File: src/rtl/aux_dptr_pkg.sv
`timescale 1ns/1ps
package aux_dptr_pkg;

    typedef enum logic [1:0] {
        ST_RUN   = 2'd0,
        ST_REQ   = 2'd1,
        ST_PULSE = 2'd2
    } srst_state_e;

endpackage

File: src/rtl/srst_seq.sv
`timescale 1ns/1ps
module srst_seq
    import aux_dptr_pkg::*;
(
    input  logic clk,
    input  logic rst_n,
    input  logic req_set,
    output logic ops_en,
    output logic clear_all,
    output logic soft_rst
);

    srst_state_e state_q;
    srst_state_e state_d;

    // State register
    always_ff @(posedge clk or negedge rst_n) begin
        if (!rst_n) begin
            state_q <= ST_RUN;
        end else begin
            state_q <= state_d;
        end
    end

    // Next-state logic
    always_comb begin
        state_d = state_q;
        unique case (state_q)
            ST_RUN:   if (req_set) state_d = ST_REQ;
            ST_REQ:   state_d = ST_PULSE;
            ST_PULSE: state_d = ST_RUN;
            default:  state_d = ST_RUN;
        endcase
    end

    // Outputs
    always_comb begin
        ops_en    = 1'b0;
        clear_all = 1'b0;
        soft_rst  = 1'b0;
        unique case (state_q)
            ST_RUN:   ops_en = 1'b1;
            ST_REQ:   ops_en = 1'b0;
            ST_PULSE: begin
                clear_all = 1'b1;
                soft_rst  = 1'b1;
            end
            default:  ops_en = 1'b0;
        endcase
    end

endmodule

File: src/rtl/aux_ctrl_reg.sv
`timescale 1ns/1ps
module aux_ctrl_reg #(
    parameter int REG_W    = 8,
    parameter int ZERO_BIT = 2
) (
    input  logic             clk,
    input  logic             rst_n,
    input  logic             ops_en,
    input  logic             clear,
    input  logic             wr_en,
    input  logic [REG_W-1:0] wr_data,
    input  logic             inc,
    output logic [REG_W-1:0] aux_q
);

    localparam logic [REG_W-1:0] KEEP_MASK = ~(REG_W'(1) << ZERO_BIT);

    logic [REG_W-1:0] aux_d;
    logic [REG_W-1:0] aux_plus;

    // The zero held in ZERO_BIT absorbs any carry rippling up from below.
    assign aux_plus = aux_q + REG_W'(1);

    always_comb begin
        aux_d = aux_q;
        if (clear) begin
            aux_d = '0;
        end else if (ops_en && wr_en) begin
            aux_d = wr_data & KEEP_MASK;
        end else if (ops_en && inc) begin
            aux_d = aux_plus & KEEP_MASK;
        end
    end

    always_ff @(posedge clk or negedge rst_n) begin
        if (!rst_n) begin
            aux_q <= '0;
        end else begin
            aux_q <= aux_d;
        end
    end

endmodule

File: src/rtl/dptr_bank.sv
`timescale 1ns/1ps
module dptr_bank #(
    parameter int PTR_W = 16,
    parameter int N_PTR = 2,
    localparam int SEL_W = (N_PTR > 1) ? $clog2(N_PTR) : 1
) (
    input  logic             clk,
    input  logic             rst_n,
    input  logic             ops_en,
    input  logic             clear,
    input  logic [SEL_W-1:0] sel,
    input  logic             ld_en,
    input  logic [PTR_W-1:0] ld_data,
    input  logic             inc,
    output logic [PTR_W-1:0] rd_data
);

    logic [PTR_W-1:0] ptr_q [N_PTR];

    for (genvar gi = 0; gi < N_PTR; gi++) begin : g_ptr
        logic hit;
        assign hit = ops_en && (sel == SEL_W'(gi));

        always_ff @(posedge clk or negedge rst_n) begin
            if (!rst_n) begin
                ptr_q[gi] <= '0;
            end else if (clear) begin
                ptr_q[gi] <= '0;
            end else if (hit && ld_en) begin
                ptr_q[gi] <= ld_data;
            end else if (hit && inc) begin
                ptr_q[gi] <= ptr_q[gi] + PTR_W'(1);
            end
        end
    end

    assign rd_data = ptr_q[sel];

endmodule

File: src/rtl/aux_dptr_unit.sv
`timescale 1ns/1ps
module aux_dptr_unit #(
    parameter int REG_W    = 8,
    parameter int PTR_W    = 16,
    parameter int SEL_BIT  = 0,
    parameter int ZERO_BIT = 2,
    parameter int SRST_BIT = 3
) (
    input  logic             clk,
    input  logic             rst_n,
    input  logic             reg_wr_en,
    input  logic [REG_W-1:0] reg_wr_data,
    input  logic             reg_inc,
    output logic [REG_W-1:0] reg_rd_data,
    input  logic             ptr_ld_en,
    input  logic [PTR_W-1:0] ptr_ld_data,
    input  logic             ptr_inc,
    output logic [PTR_W-1:0] ptr_rd_data,
    output logic             sel_out,
    output logic             soft_rst_o
);

    localparam int N_PTR = 2;

    logic             ops_en;
    logic             clear_all;
    logic             req_set;
    logic [REG_W-1:0] aux_q;

    assign req_set = reg_wr_en && reg_wr_data[SRST_BIT];

    srst_seq u_seq (
        .clk       (clk),
        .rst_n     (rst_n),
        .req_set   (req_set),
        .ops_en    (ops_en),
        .clear_all (clear_all),
        .soft_rst  (soft_rst_o)
    );

    aux_ctrl_reg #(
        .REG_W    (REG_W),
        .ZERO_BIT (ZERO_BIT)
    ) u_aux (
        .clk     (clk),
        .rst_n   (rst_n),
        .ops_en  (ops_en),
        .clear   (clear_all),
        .wr_en   (reg_wr_en),
        .wr_data (reg_wr_data),
        .inc     (reg_inc),
        .aux_q   (aux_q)
    );

    dptr_bank #(
        .PTR_W (PTR_W),
        .N_PTR (N_PTR)
    ) u_ptrs (
        .clk     (clk),
        .rst_n   (rst_n),
        .ops_en  (ops_en),
        .clear   (clear_all),
        .sel     (aux_q[SEL_BIT]),
        .ld_en   (ptr_ld_en),
        .ld_data (ptr_ld_data),
        .inc     (ptr_inc),
        .rd_data (ptr_rd_data)
    );

    assign reg_rd_data = aux_q;
    assign sel_out     = aux_q[SEL_BIT];

endmodule

File: config.mk
export PLATFORM = sky130hd
export DESIGN_NAME = aux_dptr_unit
export DESIGN_NICKNAME = d
export VERILOG_FILES = /design/src/rtl/aux_dptr_pkg.sv /design/src/rtl/srst_seq.sv /design/src/rtl/aux_ctrl_reg.sv /design/src/rtl/dptr_bank.sv /design/src/rtl/aux_dptr_unit.sv
export SDC_FILE = /design/constraint.sdc
export NUM_CORES = 1
export LEC_CHECK = 0
export BUFFER_PORTS_ARGS = -buffer_cell sky130_fd_sc_hd__buf_2
export CAP_MARGIN = 20
export CORE_MARGIN = 1.5
export CORE_UTILIZATION = 40
export CTS_CLUSTER_DIAMETER = 30
export DETAILED_ROUTE_END_ITERATION = 16
export GPL_TIMING_DRIVEN = 0
export SLEW_MARGIN = 0
export SYNTH_ARGS = -nofsm -noshare
export SYNTH_HDL_FRONTEND = slang
export SYNTH_HIERARCHICAL = 1
export SYNTH_SLANG_ARGS = --single-unit
File: constraint.sdc
create_clock -name clk -period 4.7 [get_ports clk]
set_input_delay 0.47 -clock clk [delete_from_list [all_inputs] [get_ports clk]]
set_output_delay 0.47 -clock clk [all_outputs]
set_load 0.1 [all_outputs]
; ---- After elaboration in Yosys (flattened, before gate mapping)
; Index checks and enable logic that the tools add are counted.
[word_totals]
mem_bits_rw = 0
mem_bits_ro = 0
latch_bits = 0
register_bits = 42
n_memories = 0
input_bits = 30
out_inout_bits = 26
elab_cells = 42
[op_classes]
add_sub_neg = 3
n_div = 0
n_shift = 0
n_bitwise = 2
reduce_logical = 13
mux = 16
multipliers = 0
magnitude_cmp = 1
n_eq_ne = 3
[ops]
columns = cell, count
row1 = 16-bit 2-to-1 mux, 9
row2 = "16-bit by 1-bit adder with 16-bit output, second input constant", 2
row3 = 8-bit 2-to-1 mux, 3
row4 = 1-bit logical AND, 9
row5 = 3-bit nonzero test, 3
row6 = "8-bit by 1-bit adder with 8-bit output, second input constant", 1
row7 = 2-bit one-hot mux with 2 select lines, 1
row8 = "2-bit by 1-bit == test with 1-bit output, second input constant", 1
row9 = "2-bit == test, second input constant", 1
row10 = "2-bit >= comparator, second input constant", 1
row11 = 2-bit logical NOT, 1
row12 = 1-bit 2-to-1 mux, 2
row13 = 2-bit 2-to-1 mux, 1
row14 = "2-bit inequality test, second input constant", 1
row15 = 1-bit inverter with 2-bit output, 1
row16 = 1-bit inverter, 1

; ---- Depth between registers and ports, before layout
[depth]
depth_word = 7
mapped_depth = 8
mapped_depth_nobuf = 5

; ---- Hierarchy
; The synthesis kept the hierarchy.
[by_module_without_submodules]
columns = module, seq_area_each_um2, instances, cells_each, area_per_inst_um2
row1 = dptr_bank, 800.8, 1, 280, 2423.6
row2 = aux_ctrl_reg, 175.2, 1, 40, 374.1
row3 = srst_seq, 50.0, 1, 7, 83.8
row4 = aux_dptr_unit, 0.0, 1, 2, 13.8

; ---- Worst setup path after synthesis
; No wires, ideal clock.
[synth_timing]
path_kind = reg-to-output
startpoint = register u_aux.aux_q[0]
endpoint = output ptr_rd_data[13]
path_stages_with_launch = 4
t_required_ps = 4230
slack_ps = 728
n_path_buf = 2
t_arrival_ps = 3502
path_cell_list = dfrtp_1 > buf_6 > clkbuf_1 > o21ai_0
[synth_via]
elab_chain_cells = 4
[synth_rtl]
columns = item, line_no
row1 = "start, declared", aux_ctrl_reg.sv:13  ; output logic [REG_W-1:0] aux_q
row2 = "start signal, assigned", aux_ctrl_reg.sv:39  ; aux_q <= aux_d;
row3 = 1-bit inverter with 2-bit output (implied by the code), dptr_bank.sv:37  ; assign rd_data = ptr_q[sel];
row4 = 16-bit 2-to-1 mux (implied by the code) (3 in series), dptr_bank.sv:37
row5 = "end, declared", aux_dptr_unit.sv:18  ; output logic [PTR_W-1:0] ptr_rd_data,
; No other way between the ends. The select of a mux whose other input is x is not followed.

; ---- Worst setup path in the final report
[layout_timing]
startpoint = register u_aux.aux_q[0]
endpoint = output ptr_rd_data[7]
; The elaborated chain is that of the path after synthesis.

==> impl_metrics.json <==
{
  "outcome": "complete, no violations",
  "crit_fanout": 12,
  "synth_top_area_frac": 0.354,
  "port_buffers": 53,
  "syn-num-nets": 361,
  "clkSinkCount": 41,
  "grt_max_degree": 42,
  "fp.dieW_microns": 88.1,
  "post_cts.resized_instances": 0,
  "ys_top_cells_by_area": "dfrtp_1 (35%), a21oi_1 (5.2%), o21ai_0 (4.3%), mux2_2 (3.9%), nand2_1 (3.5%)",
  "ctsHoldBuffers": 0,
  "drive_gt1_frac": 0.287,
  "fin_nets": 421,
  "dp_cells": 478,
  "grt_usage": 0.237,
  "fp.coreArea_sq_um": 6910,
  "ys_ff_latch": 41,
  "grt-busiest-layer": "met2",
  "power_density_nw_per_um2": 478,
  "ir_worst_vdd_mv": 0.240,
  "netlist_instances": 329,
  "antenna_left": 0,
  "use_met1": 0.324,
  "syn_area_sq_um": 2900,
  "grtUsageMet2": 0.384,
  "max_freq_mhz": 369,
  "vias": 2889,
  "antenna_found_initial": 0,
  "instances_no_fill": 486,
  "grt_use_met3": 0.0424,
  "cts_tree": "built",
  "rsz0062_at_grt": "no",
  "wl_per_cell_microns": 18.0,
  "layout.area.seq_sq_um": 1030,
  "crit_type": "reg2out",
  "clockBufferDepth": 2,
  "overflow": 0,
  "clkSlewWorstSetupHoldPaths_ps": 90,
  "viasPerCell": 5.94,
  "gp_congestion": 0.863,
  "finClkSkew_ps": 8.49,
  "ys_seq_area_frac": 0.354,
  "total_power_w": 0.00162,
  "worst_pin_slew_ps": 996,
  "insertedDiodeCount": 0,
  "fill_cells": 721,
  "avgSynthCellArea_sq_um": 8.80,
  "drc_errors": 0,
  "initial_utilization": 0.419,
  "async_flop_share": 1.00,
  "hold_violations": 0,
  "arrival_ps": 2240,
  "fp.dieH_microns": 88.1,
  "cp_cell_sequence": "buf_6 > clkbuf_1 > nand2_1 > o21ai_0 > buf_2",
  "grt_pass1_wl_microns": 14100,
  "end_kind": "output port",
  "initialDrtViolationCount": 223,
  "period_share": 0.576,
  "synthFlopType": "dfrtp_1",
  "multiInputGateArea_sq_um": 1660,
  "yosys.area.top_type": "dfrtp_1",
  "synth_warnings": 6,
  "cts-root-buf": "clkbuf_8",
  "area_delta_synth_final_pct": 17.3,
  "tns_ps": 0,
  "mostFrequentLayoutCells": "buf_2 (59), dfrtp_1 (41), a21oi_1 (30), nand2_1 (27), o21ai_0 (25)",
  "cpLargestDelayFamily": "buffers and inverters",
  "grt_pass1_vias": 2716,
  "htreeDepth": 2,
  "finalCriticalPeriod_ps": 2710,
  "drt_pass1_iterations": 5,
  "hold_path_class": "in2async",
  "cp_num_buf_inv": 3,
  "p_leak_nw": 1.47,
  "holdWs_ps": 322,
  "synth_edf_count": 0,
  "slew_headroom": 0.336,
  "critical_path_required_ps": 4230,
  "setup_viol": 0,
  "post-cts-setup-buffers": 0,
  "clk-insertion-delay-late_ps": 310,
  "max_cap_viol_count": 0,
  "die-area_sq_um": 7760,
  "crit_slowest_cell": "dfrtp_1",
  "fin_util": 0.492,
  "layout_commonest_cell": "buf_2",
  "ys_types": 63,
  "rows": 30,
  "worst_path_largest_cell_delay_ps": 660,
  "hpwlAfterDp_microns": 6470,
  "cp-start-kind": "flip-flop",
  "cts_buffers": 5,
  "io_pins": 56,
  "postRouteWirelength_microns": 8740,
  "drv_slew": 0
}
-- synthesized netlist by cell type (3+ instances only) --
master     instances
nor2_1            13
nor2b_1            4
mux2i_1            5
and3_1             6
a31oi_1            3
nor3_1             9
inv_1             12
nor3b_1            5
nor4_1            10
mux2_2            10
o22ai_1            5
nand4_1            9
o2bb2ai_1         10
o21ai_1            5
o21ai_0           25
a21oi_1           30
a22oi_1            8
nand3_1           17
buf_2              6
dfrtp_1           41
buf_4              6
nor4_2             3
buf_6              6
nand2b_1           3
nand2_1           27
and2_1             4
-- final timing paths --
path	from	depth (start not counted)	end	slack, ps
worst max-delay path	u_aux/aux_q[0]$_DFFE_PN0P_	5	ptr_rd_data[7]	1990
worst min-delay path	rst_n	1	u_ptrs/ptr_q[4]$_DFFE_PN0P_	320
worst max register to register	u_seq/state_q[1]$_DFFE_PN0P_	6	u_ptrs/ptr_q[29]$_DFFE_PN0P_	2800
worst min register to register	u_seq/state_q[0]$_DFFE_PN0P_	1	u_seq/state_q[0]$_DFFE_PN0P_	470
max in group asynchronous	rst_n	1	u_aux/aux_q[1]$_DFFE_PN0P_	3760
min in group clk	reg_wr_data[7]	3	u_aux/aux_q[7]$_DFFE_PN0P_	420
-- stage by stage --
| step | setup slack [ps] | instance area (sq um) |
|---|---|---|
| floorplan | 728 | 2900 |
| CTS | 1980 | 3400 |
| finish | 1990 | 3400 |
| detailed placement | 2330 | 3280 |
| global route | 1740 | 3400 |
| global placement | 2310 | 3280 |
-- logic make-up after synthesis --
family / after synthesis / synth area share
buffers and inverters: 36 / 0.0735
adders and majority gates: 2 / 0.00864
and+or+nand+nor: 129 / 0.269
DFF: 41 / 0.354
xor gates and xnor gates: 3 / 0.00908
AOI/OAI and AO/OA: 102 / 0.228
muxes: 15 / 0.0562
other: 1 / 0.00130
-- routing by layer --
| layer | share of wire | up-vias | routed length [microns] |
|---|---|---|---|
| li1 | - | 1355 | - |
| met1 | 0.44 | 1400 | 3830 |
| met2 | 0.48 | 122 | 4200 |
| met3 | 0.068 | 12 | 595 |
| met4 | 0.013 | 0 | 115 |
| met5 | 0 | - | 0 |
-- report_power, final --
group / total (W) / internal [W] / leakage [nW] / switching [W]
Clock: 0.000311 / 0.000174 / 0.0585 / 0.000138
Sequential: 0.000521 / 0.000421 / 0.545 / 0.0000998
Combinational: 0.000792 / 0.000200 / 0.866 / 0.000592
-- state kept, by name, indices dropped and copies added, names as in the netlist --
signal,cells
u_seq/state_q,2
u_aux/aux_q,7
u_ptrs/ptr_q,32
-- final cells by class --
| type | instances | area share |
|---|---|---|
| Multi-Input combinational cell | 252 | 0.488 |
| Timing Repair Buffer | 53 | 0.0781 |
| Inverter | 14 | 0.0155 |
| Clock inverter | 1 | 0.00884 |
| Sequential cell | 41 | 0.302 |
| Tap cell | 96 | 0.0354 |
| Clock buffer | 7 | 0.0254 |
| Buffer | 22 | 0.0471 |
(Power assumes the default switching activity.)
